### src/rtl/lsu_lane_pkg.sv
package lsu_lane_pkg;

  typedef enum logic [1:0] {
    SZ_BYTE     = 2'b00,
    SZ_HALF     = 2'b01,
    SZ_WORD     = 2'b10,
    SZ_WORD_ALT = 2'b11
  } acc_size_e;

  // Fields captured when a request is accepted, used in the response cycle.
  typedef struct packed {
    logic      is_load;
    logic      fault;
    acc_size_e size;
    logic      zext;
    logic      big;
  } rsp_meta_t;

endpackage

### src/rtl/lsu_addr_gen.sv
module lsu_addr_gen
  import lsu_lane_pkg::*;
#(
  parameter int ADDR_W    = 32,
  parameter int OFF_W     = 16,
  parameter int LANE_BITS = 2
) (
  input  logic [ADDR_W-1:0]    base,
  input  logic [OFF_W-1:0]     offset,
  input  acc_size_e            size,
  output logic [ADDR_W-1:0]    word_addr,
  output logic [LANE_BITS-1:0] lane_off,
  output logic                 misaligned
);

  localparam int EXT_W = ADDR_W - OFF_W;

  logic [ADDR_W-1:0] eff;

  assign eff       = base + {{EXT_W{offset[OFF_W-1]}}, offset};
  assign lane_off  = eff[LANE_BITS-1:0];
  assign word_addr = {eff[ADDR_W-1:LANE_BITS], {LANE_BITS{1'b0}}};

  always_comb begin
    unique case (size)
      SZ_BYTE: misaligned = 1'b0;
      SZ_HALF: misaligned = eff[0];
      default: misaligned = |eff[LANE_BITS-1:0];
    endcase
  end

endmodule

### src/rtl/lsu_store_lanes.sv
module lsu_store_lanes
  import lsu_lane_pkg::*;
#(
  parameter int DATA_W = 32
) (
  input  logic                         enable,
  input  acc_size_e                    size,
  input  logic                         big,
  input  logic [$clog2(DATA_W/8)-1:0]  lane_off,
  input  logic [DATA_W-1:0]            src,
  output logic [DATA_W/8-1:0]          be,
  output logic [DATA_W-1:0]            lane_data
);

  localparam int LANES  = DATA_W / 8;
  localparam int LB     = $clog2(LANES);
  localparam int HALVES = LANES / 2;
  localparam int HB     = (LB > 1) ? LB - 1 : 1;
  localparam logic [LB-1:0] TOP_LANE = LB'(LANES - 1);
  localparam logic [HB-1:0] TOP_HALF = HB'(HALVES - 1);

  logic [LB-1:0] byte_lane;
  logic [HB-1:0] half_idx;
  logic [HB-1:0] half_lane;

  assign byte_lane = big ? (TOP_LANE - lane_off) : lane_off;
  assign half_idx  = lane_off[LB-1:1];
  assign half_lane = big ? (TOP_HALF - half_idx) : half_idx;

  for (genvar g = 0; g < LANES; g++) begin : g_lane
    localparam logic [LB-1:0] LANE_ID = LB'(g);
    localparam logic [HB-1:0] PAIR_ID = HB'(g / 2);
    logic hit;
    always_comb begin
      unique case (size)
        SZ_BYTE: hit = (LANE_ID == byte_lane);
        SZ_HALF: hit = (PAIR_ID == half_lane);
        default: hit = 1'b1;
      endcase
    end
    assign be[g] = enable & hit;

    always_comb begin
      unique case (size)
        SZ_BYTE: lane_data[8*g +: 8] = src[7:0];
        SZ_HALF: lane_data[8*g +: 8] = src[8*(g%2) +: 8];
        default: lane_data[8*g +: 8] = src[8*g +: 8];
      endcase
    end
  end

endmodule

### src/rtl/lsu_load_extract.sv
module lsu_load_extract
  import lsu_lane_pkg::*;
#(
  parameter int DATA_W = 32
) (
  input  logic                         pass,
  input  acc_size_e                    size,
  input  logic                         zext,
  input  logic                         big,
  input  logic [$clog2(DATA_W/8)-1:0]  lane_off,
  input  logic [DATA_W-1:0]            rdata,
  output logic [DATA_W-1:0]            result
);

  localparam int LANES  = DATA_W / 8;
  localparam int LB     = $clog2(LANES);
  localparam int HALVES = LANES / 2;
  localparam int HB     = (LB > 1) ? LB - 1 : 1;
  localparam logic [LB-1:0] TOP_LANE = LB'(LANES - 1);
  localparam logic [HB-1:0] TOP_HALF = HB'(HALVES - 1);

  logic [7:0]    lane_b [LANES];
  logic [15:0]   pair_h [HALVES];
  logic [LB-1:0] byte_lane;
  logic [HB-1:0] half_lane;
  logic [7:0]    sel_b;
  logic [15:0]   sel_h;
  logic [DATA_W-1:0] ext;

  for (genvar g = 0; g < LANES; g++) begin : g_b
    assign lane_b[g] = rdata[8*g +: 8];
  end
  for (genvar h = 0; h < HALVES; h++) begin : g_h
    assign pair_h[h] = rdata[16*h +: 16];
  end

  assign byte_lane = big ? (TOP_LANE - lane_off) : lane_off;
  assign half_lane = big ? (TOP_HALF - lane_off[LB-1:1]) : lane_off[LB-1:1];
  assign sel_b     = lane_b[byte_lane];
  assign sel_h     = pair_h[half_lane];

  always_comb begin
    unique case (size)
      SZ_BYTE: ext = {{(DATA_W-8){sel_b[7] & ~zext}}, sel_b};
      SZ_HALF: ext = {{(DATA_W-16){sel_h[15] & ~zext}}, sel_h};
      default: ext = rdata;
    endcase
  end

  assign result = pass ? ext : '0;

endmodule

### src/rtl/lsu_lane_align.sv
module lsu_lane_align
  import lsu_lane_pkg::*;
#(
  parameter int DATA_W = 32,
  parameter int ADDR_W = 32,
  parameter int OFF_W  = 16
) (
  input  logic              clk,
  input  logic              rst_n,
  input  logic              req_valid,
  output logic              req_ready,
  input  logic              req_store,
  input  logic [1:0]        req_size,
  input  logic              req_unsigned,
  input  logic [ADDR_W-1:0] req_base,
  input  logic [OFF_W-1:0]  req_offset,
  input  logic [DATA_W-1:0] req_wdata,
  input  logic              big_endian,
  output logic              misalign_fault,
  output logic              mem_req,
  input  logic              mem_ready,
  output logic              mem_we,
  output logic [ADDR_W-1:0] mem_addr,
  output logic [DATA_W/8-1:0] mem_be,
  output logic [DATA_W-1:0] mem_wdata,
  input  logic [DATA_W-1:0] mem_rdata,
  output logic              rsp_valid,
  output logic              rsp_fault,
  output logic [DATA_W-1:0] rsp_data
);

  localparam int LANES     = DATA_W / 8;
  localparam int LANE_BITS = $clog2(LANES);

  acc_size_e            size_in;
  logic [LANE_BITS-1:0] lane_off;
  logic                 misaligned;
  logic                 accept;
  logic                 go;

  rsp_meta_t            meta_q;
  logic [LANE_BITS-1:0] off_q;
  logic                 rsp_valid_q;

  assign size_in = acc_size_e'(req_size);

  lsu_addr_gen #(
    .ADDR_W(ADDR_W), .OFF_W(OFF_W), .LANE_BITS(LANE_BITS)
  ) u_addr (
    .base(req_base), .offset(req_offset), .size(size_in),
    .word_addr(mem_addr), .lane_off(lane_off), .misaligned(misaligned)
  );

  assign go             = req_valid & ~misaligned;
  assign misalign_fault = req_valid & misaligned;
  assign mem_req        = go;
  assign mem_we         = req_store;
  assign req_ready      = mem_ready;
  assign accept         = req_valid & req_ready;

  lsu_store_lanes #(.DATA_W(DATA_W)) u_store (
    .enable(go), .size(size_in), .big(big_endian), .lane_off(lane_off),
    .src(req_wdata), .be(mem_be), .lane_data(mem_wdata)
  );

  always_ff @(posedge clk or negedge rst_n) begin
    if (!rst_n) begin
      rsp_valid_q <= 1'b0;
      meta_q      <= '0;
      off_q       <= '0;
    end else begin
      rsp_valid_q <= accept;
      if (accept) begin
        meta_q.is_load <= ~req_store;
        meta_q.fault   <= misaligned;
        meta_q.size    <= size_in;
        meta_q.zext    <= req_unsigned;
        meta_q.big     <= big_endian;
        off_q          <= lane_off;
      end
    end
  end

  lsu_load_extract #(.DATA_W(DATA_W)) u_load (
    .pass(rsp_valid_q & meta_q.is_load & ~meta_q.fault),
    .size(meta_q.size), .zext(meta_q.zext), .big(meta_q.big),
    .lane_off(off_q), .rdata(mem_rdata), .result(rsp_data)
  );

  assign rsp_valid = rsp_valid_q;
  assign rsp_fault = rsp_valid_q & meta_q.fault;

endmodule

### config.mk
export PLATFORM = sky130hd
export DESIGN_NAME = lsu_lane_align
export DESIGN_NICKNAME = d
export VERILOG_FILES = /design/src/rtl/lsu_lane_pkg.sv /design/src/rtl/lsu_addr_gen.sv /design/src/rtl/lsu_store_lanes.sv /design/src/rtl/lsu_load_extract.sv /design/src/rtl/lsu_lane_align.sv
export SDC_FILE = /design/constraint.sdc
export NUM_CORES = 1
export LEC_CHECK = 0
export ABC_AREA = 0
export BUFFER_PORTS_ARGS = -buffer_cell sky130_fd_sc_hd__buf_2
export CELL_PAD_IN_SITES_DETAIL_PLACEMENT = 2
export CELL_PAD_IN_SITES_GLOBAL_PLACEMENT = 2
export CORE_AREA = 5 5 127 129
export CTS_BUF_LIST = sky130_fd_sc_hd__clkbuf_8
export DETAILED_ROUTE_END_ITERATION = 12
export DIE_AREA = 0 0 132 134
export PLACE_DENSITY = 0.87
export SLEW_MARGIN = 25
export SYNTH_ARGS = -nofsm -noshare
export SYNTH_HDL_FRONTEND = slang
export SYNTH_SLANG_ARGS = --single-unit
### constraint.sdc
create_clock -name clk -period 5.9 [get_ports clk]
set_clock_uncertainty 0.1 [all_clocks]
set_input_delay 0 -clock clk [delete_from_list [all_inputs] [get_ports clk]]
set_output_delay 0 -clock clk [all_outputs]
set_load 0.01 [all_outputs]
==> results of run 1 <==
-- state kept, by name, indices dropped and copies added (netlist names) --
register / cells
off_q: 2
meta_q: 6
rsp_valid: 1
-- cell usage after synthesis, drive strengths merged, types with 2 or more instances --
| master | n |
|---|---|
| o31ai | 4 |
| or2 | 2 |
| xnor2 | 17 |
| nor2 | 45 |
| xor2 | 12 |
| a21o | 14 |
| nor4 | 3 |
| nand2b | 15 |
| and2 | 5 |
| inv | 18 |
| and3 | 4 |
| o21a | 5 |
| nand3b | 3 |
| a21oi | 38 |
| a22oi | 3 |
| nor3 | 6 |
| ha | 31 |
| nand3 | 4 |
| dfrtp | 9 |
| o21bai | 4 |
| nor2b | 10 |
| a221oi | 8 |
| a31oi | 3 |
| o41ai | 2 |
| nand2 | 69 |
| mux2i | 18 |
| a2111oi | 7 |
| a31o | 2 |
| mux2 | 20 |
| o211ai | 6 |
| a211oi | 6 |
| nand4 | 4 |
| a21boi | 2 |
| o21ai | 31 |
| buf | 17 |
| o32ai | 2 |
| clkbuf | 15 |
-- per-layer routing --
metal  part of all wire  wire length [um]  global-route usage
met5                  0                 0                   0
met4             0.0040                61              0.0143
met3              0.044               665              0.0229
met2               0.52              7930               0.316
met1               0.43              6560               0.199
-- final timing paths --
path | cells past startpoint | end
worst max-delay path | 7 | rsp_data[19]
worst max register to register | 2 | meta_q[3]
worst min-delay path | 2 | meta_q[4]
min in group clk | 3 | meta_q[0]
max in group asynchronous | 2 | meta_q[0]
worst min register to register | 2 | meta_q[5]
-- where the power goes --
part	internal, uW	switching, uW
clock	46.1	25.2
combinational	227	303
sequential	70.5	17.5
-- through the flow --
stage / instance area, um2 / hold slack, ns / total power (uW) / util
6_report: 4620 / 0.0521 / 689 / 0.310
5_1_grt: 4620 / 0.0716 / 756 / 0.310
4_1_cts: 4620 / 0.0655 / 698 / 0.309
3_5_place_dp: 4540 / -0.236 / 620 / 0.304
3_3_place_gp: 4540 / -0.241 / 607 / 0.304
2_1_floorplan: 3350 / -0.396 / 417 / -
-- cell type report --
type,count,area (um2),area share
tap,188,235,0.0509
sequential,9,225,0.0488
multi-input combinational,423,2890,0.625
timing repair buffer,228,1160,0.251
inverter,18,67.6,0.0146
clock buffer,3,41.3,0.00894
clock inverter,1,5.00,0.00108
-- kinds of logic after synthesis --
group	count (synthesis)	synth area share
AOI/OAI and AO/OA	146	0.288
muxes	38	0.121
and+or+nand+nor	176	0.252
adders and majority gates	32	0.122
DFF	9	0.0672
buffers and inverters	50	0.0728
other	1	0.00112
xor gates and xnor gates	29	0.0758
-- worst max-delay path: stages, from the launching register on --
cell	delay [ns]
dfrtp_1	0.46
xnor2_1	0.22
buf_4	0.25
mux2_1	0.37
a22oi_1	0.21
or4_1	0.61
nand2_1	0.12
buf_2	0.17
==> summary.md, run 1 <==
| Metric | Value |
|---|---|
| Rel. slew slack | 0.435 |
| CTS tree | done |
| Distinct cell type count after synthesis | slightly above 60 |
| Area delta synth->final | 37.9% |
| # diodes | 0 |
| Die ar. | roughly 0.018 mm2 |
| Initial Utilization | 0.224 |
| VDD IR max | between 0.05 and 0.06 mV |
| Final-report hold violation count | 0 |
| Worst setup SP type | register |
| Largest net degree at the start of global routing | 36 |
| Flops & latches, synth | 9 |
| Post-cts sizing count | 0 |
| Slew @ Worst Pin | roughly 0.84 ns |
| Hold/Removal Path Class | in -> async |
| Total congestion overflow | 0 |
| Synthesis Warnings | 0 |
| Leakage | 0.00246 uW |
| Critical Path RT | 5.80 ns |
| Initial DRC Count | slightly above 100 |
| Worst r2r src | meta_q[3] |
| Syn Std Cell Area | approximately 0.0033 mm2 |
| Final setup TNS | 0 ns |
| Largest cells by area after synthesis | ha_1, dfrtp_1, nand2_1 |
| 1st-pass router iterations | 4 |
| Final setup violation count | 0 |
| Final wirelength | 15.2 mm |
| Total number of vias | between 4000 and 5000 |
| Total GRT Usage | 0.164 |
| Status | completed |
| Fmax | ~360 MHz |
| Initial antenna violation count | 0 |
| Synth Instances | about 480 |
| Most frequent cells in the layout | buf_2, nand2_1, nor2_1 |
| Post-layout minimum cycle time | between 2 and 3 ns |
| Core area | ~0.015 mm2 |
| Sequential area share after synthesis | 0.0672 |
| Worst R2R Setup Slack | 4.69 ns |
| Filler Cell Count | 1860 |
| Power density cells | 149 mW/mm2 |
| Number of synthesized flops with an enable pin | 0 |
| Die width | approximately 130 um |
| Port-buffer cells | roughly 220 |
| First-pass GRT wire length | about 25 mm |
| Place WS | between 3 and 4 ns |
| Post-synthesis area per instance | a little under 7 um2 |
| Critical path arrival | approximately 2.7 ns |
| Cts bufs inserted | 3 |
| # rows | 45 |
| Crit Path Category | reg -> out |
| Layout Nets | 836 |
| PnR worst setup slack | approximately 3.1 ns |
| Root buffer cell | clkbuf_8 |
| CTS Buffer Depth | 2 |
| Post-route clock period utilization | 0.466 |
| Kind of end point of the critical path | primary output |
| Vias in the first global route | 4702 |
| Clk Latency, worst-skew pair | between 0.2 and 0.25 ns |
| Critical path origin | off_q[1] |
| Max-cap viol count | 0 |
| Most common cell after layout, fill and taps aside | buf_2 |
| Layout cells sized above 1 | 0.386 |
| RSZ-0062 raised after global routing | false |
| CP Max Fanout | 16 |
| Share of the synthesized area in the top cell type | 0.116 |
| Post-route DRC | 0 |
| Final-report max-slew violation count | 0 |
| Antenna viol nets, final | 0 |
| Post-Place Cells | around 860 |
| Chip height | roughly 130 um |
| Drt wl/cell | 17.5 um |
| H-tree levels | 1 |
| Final HPWL DP | between 10 and 15 mm |
| Post-synthesis async set-or-reset flop share | 1.00 |
| Avg Vias per Cell | approximately 5.0 |
| GPL Wtd Cong | 0.839 |
| Clock slew at reported path FFs | 0.05 ns |
| # Post-CTS Setup Buffers | 0 |
| Top FF cell, synth | dfrtp_1 |
| Leading area contributor after synthesis | ha_1 |
| Finished Layout Cells | a little under 900 |
| IO Pins | 227 |
| Hold_buf cts | 3 |
| Clock sinks | 9 |
No activity file was read; power rests on OpenSTA's default activity.
==> run 2: changes to the inputs <==
CORE_AREA = 5 5 133 135   (was 5 5 127 129)
DIE_AREA = 0 0 138 140   (was 0 0 132 134)
PLACE_DENSITY = 0.79   (was 0.87)
clock period = 2.74 ns   (was 5.9 ns; I/O delays follow)
==> summary.md, run 2 (same netlist as run 1, synthesis figures left out) <==
| Metric | Value |
|---|---|
| Status | completed |
| Core Util, Final | 0.289 (-0.0205) |
| Delay-heaviest family, CP | simple AND/OR/NAND/NOR gates |
| RSZ-0062 raised after global routing | false |
| Final setup violation count | 0 (unchanged) |
| Drt wl/cell | 17.0 um (-2.9%) |
| Post-route clock period utilization | 0.903 |
| Final-report hold violation count | 0 (unchanged) |
| Total GRT Usage | 0.153 (-0.0111) |
| CP max stage delay | 0.47 ns (-0.14 ns) |
| RR Endpoint | meta_q[3] |
| Worst R2R Setup Slack | 1.55 ns (-3.14 ns) |
| Final setup TNS | 0 ns (unchanged) |
| Kind of end point of the critical path | primary output |
| Met1 Track Usage GR | 0.187 (-0.0117) |
| VDD IR max | 0.0998 mV (+83%) |
| CP cell instances | nand2b_1 > mux2i_1 > a22o_1 > o21bai_2 > a22oi_1 > or4_1 > buf_4 > nand2_2 > buf_2 |
| Cts bufs inserted | 3 (unchanged) |
| Core area | 0.0163 mm2 (+9.6%) |
| Post-route DRC | 0 (unchanged) |
| Filler Cell Count | 2092 (+12%) |
| Largest net degree at the start of global routing | 25 (-31%) |
| # Post-CTS Setup Buffers | 0 (unchanged) |
| Met2 GRT Util | 0.291 (-0.0252) |
| # diodes | 0 (unchanged) |
| Worst Hold Path EP | meta_q[0] |
| Layout cells sized above 1 | 0.392 (+0.00655) |
| Clk Latency, worst-skew pair | 0.23 ns (about the same) |
| Critical path arrival | 2.37 ns (-0.28 ns) |
| Max reg flops | 6 (unchanged) |
| 1st-pass router iterations | 4 (unchanged) |
| Vias in the first global route | 4853 (+3.2%) |
| GR Layer Usage met3 | 0.0242 (+0.00132) |
| Most frequent cells in the layout | buf_2, nand2_1, nor2_1 |
| Leakage | 0.00250 uW (+1.9%) |
| Reg2Reg Depth | 2 (unchanged) |
| CP Max Fanout | 16 (unchanged) |
| Worst setup SP type | register |
| Layout Nets | 845 (+1.1%) |
| Power density cells | 317 mW/mm2 (+110%) |
| Final wirelength | 15.5 mm (+1.6%) |
| Max-cap viol count | 0 (unchanged) |
| Initial DRC Count | 73 (-28%) |
| Final HPWL DP | 13.6 mm (+2.2%) |
| Gr busiest metal | met2 |
| Clock slew at reported path FFs | 0.04 ns (about the same) |
| Initial Utilization | 0.205 (-0.0196) |
| Most flops, register | meta_q |
| CTS Buffer Depth | 2 (unchanged) |
| Finished Layout Cells | 911 (+4.7%) |
| H-tree levels | 1 (unchanged) |
| Clock sinks | 9 (unchanged) |
| Post-layout minimum cycle time | around 2.5 ns |
| Most common cell after layout, fill and taps aside | buf_2 |
| Fmax | ~400 MHz |
| Critical Path RT | 2.64 ns (-3.16 ns) |
| CTS tree | done |
| Area delta synth->final | 41.1% |
| Die ar. | 0.0193 mm2 (+9.2%) |
| Rel. slew slack | 0.606 (+0.170) |
| Slew @ Worst Pin | 0.577 ns (-0.267 ns) |
| Crit Path Category | reg -> out |
| Port-buffer cells | 224 (unchanged) |
| Total number of vias | 4392 (+1.8%) |
| Hold Path Cell Cnt | 3 |
| Buf/Inv on CP | 2 (unchanged) |
| First-pass GRT wire length | 25.4 mm (+2.7%) |
| Die width | 138 um (+4.5%) |
| GPL Wtd Cong | 0.829 (-1.2%) |
| Total congestion overflow | 0 (unchanged) |
| Root buffer cell | clkbuf_8 |
| Worst r2r src | meta_q[3] |
| Chip height | 140 um (+4.5%) |
| # rows | 47 (+4.4%) |
| Avg Vias per Cell | 4.82 (-2.8%) |
| Final-report max-slew violation count | 0 (unchanged) |
| Antenna viol nets, final | 0 (unchanged) |
| Hold path startpoint | big_endian |
| Worst path slowest cell | or4_1 |
| Cell Area, Placed | 0.00465 mm2 (+2.4%) |
| Finished Cell Area | 0.00473 mm2 (+2.3%) |
| Initial antenna violation count | 0 (unchanged) |
| Hold/Removal Path Class | in -> reg |
| IO Pins | 227 (unchanged) |
| Post-Place Cells | 904 (+4.8%) |
run 2: changes by cell type in the layout (fill, tap and decap cells not counted):
cell and change:
buf_4 +9, a21oi_1 -1, a21oi_2 +1, clkinv_2 -1
inv_1 +1, nor2_1 +1, nor2_2 -1
run 2: metrics by stage:
step | hold WS, ns | total power (uW) | worst slack, ns
5_1_grt | 0.0618 | 1650 | 0.0918
2_1_floorplan | -0.396 | 897 | 0.646
4_1_cts | 0.0396 | 1520 | 0.113
6_report | 0.0436 | 1500 | 0.266
3_3_place_gp | -0.243 | 1330 | 0.356
3_5_place_dp | -0.236 | 1360 | 0.322
run 2: what timing repair did:
item	4_1_cts	5_1_grt
hold buffers	3	0
hold endpoints to repair	11	0
endpoints found under the setup margin	0	3
gates resized for setup	0	1
run 2: worst max path at each step:
stage | start | end | slack [ns] | depth (start not counted)
5_1_grt | req_offset[0] | mem_addr[26] | 0.09 | 13
3_5_place_dp | req_base[4] | mem_addr[31] | 0.32 | 10
3_3_place_gp | req_offset[0] | mem_addr[26] | 0.36 | 13
2_1_floorplan | off_q[1] | rsp_data[0] | 0.65 | 7
6_report | meta_q[0] | rsp_data[25] | 0.27 | 9
4_1_cts | meta_q[0] | rsp_data[6] | 0.11 | 6
run 2: per-layer routing:
layer / part of all wire / wire length (um) / vias to the layer above
met2: 0.52 / 8090 / 123
met3: 0.045 / 700 / 6
li1: - / - / 2159
met1: 0.43 / 6590 / 2104
met5: 0 / 0 / -
met4: 0.0049 / 76 / 0
run 2: area by class of cell:
class	count	area, um2	area share
clock buffers	3	41.3	0.00873
inverters	18	67.6	0.0143
clock inverters	1	3.75	0.000794
well taps	220	275	0.0582
flip-flops and latches	9	225	0.0476
repair buffers	237	1230	0.259
multi-input cells	423	2890	0.611
run 2: where the power goes:
part           switching (uW)  internal [uW]  total (uW)
Combinational             665            504        1170
Clock                    49.7           97.3         147
Sequential               30.2            152         182
run 2: worst min-delay path: stages:
cell and delay [ns]:
buf_2 0.14, inv_1 0.09, o21ai_0 0.09
==> run 3: changes to the inputs <==
BUFFER_PORTS_ARGS = not set   (was -buffer_cell sky130_fd_sc_hd__buf_2)
CORE_AREA = 2 2 104 106   (was 5 5 133 135)
DIE_AREA = 0 0 106 108   (was 0 0 138 140)
DONT_BUFFER_PORTS = 1   (was not set)
PLACE_DENSITY = 0.81   (was 0.79)
==> summary.md, run 3 (same netlist as run 1, synthesis figures left out) <==
| Metric | Value |
|---|---|
| CTS tree | done |
| Initial Utilization | 0.327 (+0.122) |
| Buf/Inv on CP | 2 (unchanged) |
| Avg Vias per Cell | 5.95 (+23%) |
| Critical path origin | meta_q[0] |
| Area delta synth->final | 8.55% |
| # rows | 37 (-21%) |
| Most common cell after layout, fill and taps aside | nand2_1 |
| Rel. slew slack | 0.416 (-0.190) |
| Cts bufs inserted | 3 (unchanged) |
| Power density cells | 343 mW/mm2 (+8.2%) |
| Root buffer cell | clkbuf_8 |
| Largest net degree at the start of global routing | 35 (+40%) |
| # diodes | 0 (unchanged) |
| Post-route DRC | 0 (unchanged) |
| Final setup violation count | 0 (unchanged) |
| Final wirelength | 12.5 mm (-19%) |
| Final-report hold violation count | 0 (unchanged) |
| Reg2Reg Depth | 2 (unchanged) |
| Most flops, register | meta_q |
| Worst r2r src | meta_q[3] |
| Chip height | 108 um (-23%) |
| RSZ-0062 raised after global routing | false |
| Hold/Removal Path Class | in -> out |
| Total number of vias | 3669 (-16%) |
| Port-buffer cells | 0 (-100%) |
| Crit Path Category | reg -> out |
| Clk Latency, worst-skew pair | 0.23 ns (about the same) |
| Clock sinks | 9 (unchanged) |
| Multi-input logic area | 0.00289 mm2 (unchanged) |
| CTS Buffer Depth | 2 (unchanged) |
| Max reg flops | 6 (unchanged) |
| Core area | 0.0102 mm2 (-37%) |
| CP cell instances | nand2b_1 > a21o_1 > a21oi_1 > buf_4 > nor2_1 > a2111oi_0 > buf_4 |
| Drt wl/cell | 20.2 um (+19%) |
| Max-cap viol count | 0 (unchanged) |
| GPL Wtd Cong | 0.872 (+5.2%) |
| Worst setup SP type | register |
| FF+latch area | 225 um2 (unchanged) |
| Die ar. | 0.0114 mm2 (-41%) |
| Post-route clock period utilization | 0.935 (+0.0322) |
| Leakage | 0.00163 uW (-35%) |
| Clock slew at reported path FFs | 0.04 ns (about the same) |
| Antenna viol nets, final | 0 (unchanged) |
| CP max stage delay | 0.47 ns (about the same) |
| H-tree levels | 1 (unchanged) |
| Most used cell along the critical path | buf_4 |
| Initial antenna violation count | 0 (unchanged) |
| VDD IR max | 0.148 mV (+48%) |
| Status | completed |
| Delay-heaviest family, CP | compound AO/OA/AOI/OAI gates |
| Total GRT Usage | 0.207 (+0.0544) |
| IO Pins | 227 (unchanged) |
| First-pass GRT wire length | 19.6 mm (-23%) |
| Vias in the first global route | 3880 (-20%) |
| Initial DRC Count | 112 (+53%) |
| Cell count along the critical path | 7 (-2) |
| Worst R2R Setup Slack | 1.56 ns (about the same) |
| Total congestion overflow | 0 (unchanged) |
| Final HPWL DP | 10.1 mm (-26%) |
| CP Max Fanout | 7 (-9) |
| Hold Path Cell Cnt | 2 (-1) |
| 1st-pass router iterations | 4 (unchanged) |
| Die width | 106 um (-23%) |
| Final-report max-slew violation count | 0 (unchanged) |
| Kind of end point of the critical path | primary output |
| Slew @ Worst Pin | 0.873 ns (+0.296 ns) |
| Critical Path RT | 2.64 ns (about the same) |
| Fmax | 390 MHz (-3.4%) |
| Critical path arrival | 2.46 ns (+0.09 ns) |
| Post-layout minimum cycle time | 2.56 ns (+0.0884 ns) |
| Most frequent cells in the layout | nand2_1, nor2_1, a21oi_1 |
| Final setup TNS | 0 ns (unchanged) |
| Hold path startpoint | mem_rdata[29] |
| Layout cells sized above 1 | 0.102 (-0.290) |
| Worst path slowest cell | a2111oi_0 |
| # Post-CTS Setup Buffers | 0 (unchanged) |
| Layout Nets | 635 (-25%) |
| Place WS | 0.215 ns (-0.106 ns) |
| Filler Cell Count | 1233 (-41%) |
| PnR worst setup slack | 0.178 ns (-0.0884 ns) |
## run 3: area by class of cell
| cell class | instances | area share |
|---|---|---|
| Timing Repair Buffer | 27 | 0.0661 |
| Clock inverter | 1 | 0.00103 |
| Multi-Input combinational cell | 423 | 0.794 |
| Inverter | 18 | 0.0186 |
| Tap cell | 136 | 0.0468 |
| Clock buffer | 3 | 0.0114 |
| Sequential cell | 9 | 0.0619 |
## run 3: path summary, 6_finish.rpt
check | endpoint
worst max register to register | meta_q[3]
worst min register to register | meta_q[5]
min in group asynchronous | meta_q[5]
worst max-delay path | rsp_data[2]
worst min-delay path | rsp_data[29]
max in group asynchronous | meta_q[1]
## run 3: power by group
group	internal, uW	switching, uW	total (uW)	leakage [uW]
clock	97.6	52.7	150	0.0000269
sequential	152	36.7	189	0.000110
combinational	351	557	909	0.00149
## run 3: worst reg2reg max path, delay by kind of cell, from the launching register on
kind	cells	cell delay, ns
compound gates	1	0.19
buf+inv	1	0.20
flops	1	0.62
## run 3: routing by layer
metal | track usage | vias to the layer above | part of all wire
met5 | 0 | - | 0
li1 | - | 1738 | -
met4 | 0.0423 | 0 | 0.013
met3 | 0.0241 | 12 | 0.046
met2 | 0.413 | 128 | 0.54
met1 | 0.235 | 1791 | 0.40
## run 3: through the flow
stage	utilization	power (uW)	cell area [um2]	hold WS [ns]	cells
after floorplan	-	897	3350	-0.396	482
after global placement	0.336	1030	3440	-0.395	598
after detailed placement	0.336	1070	3440	-0.395	598
after CTS	0.355	1260	3640	0.0199	617
after global routing	0.355	1360	3640	0.0262	617
final	0.355	1250	3640	0.0177	617
## run 3: what timing repair did
action	CTS	global route
hold buffers	15	0
endpoints found under the setup margin	6	0
endpoints found under the hold margin	25	0
gates resized for setup	1	0
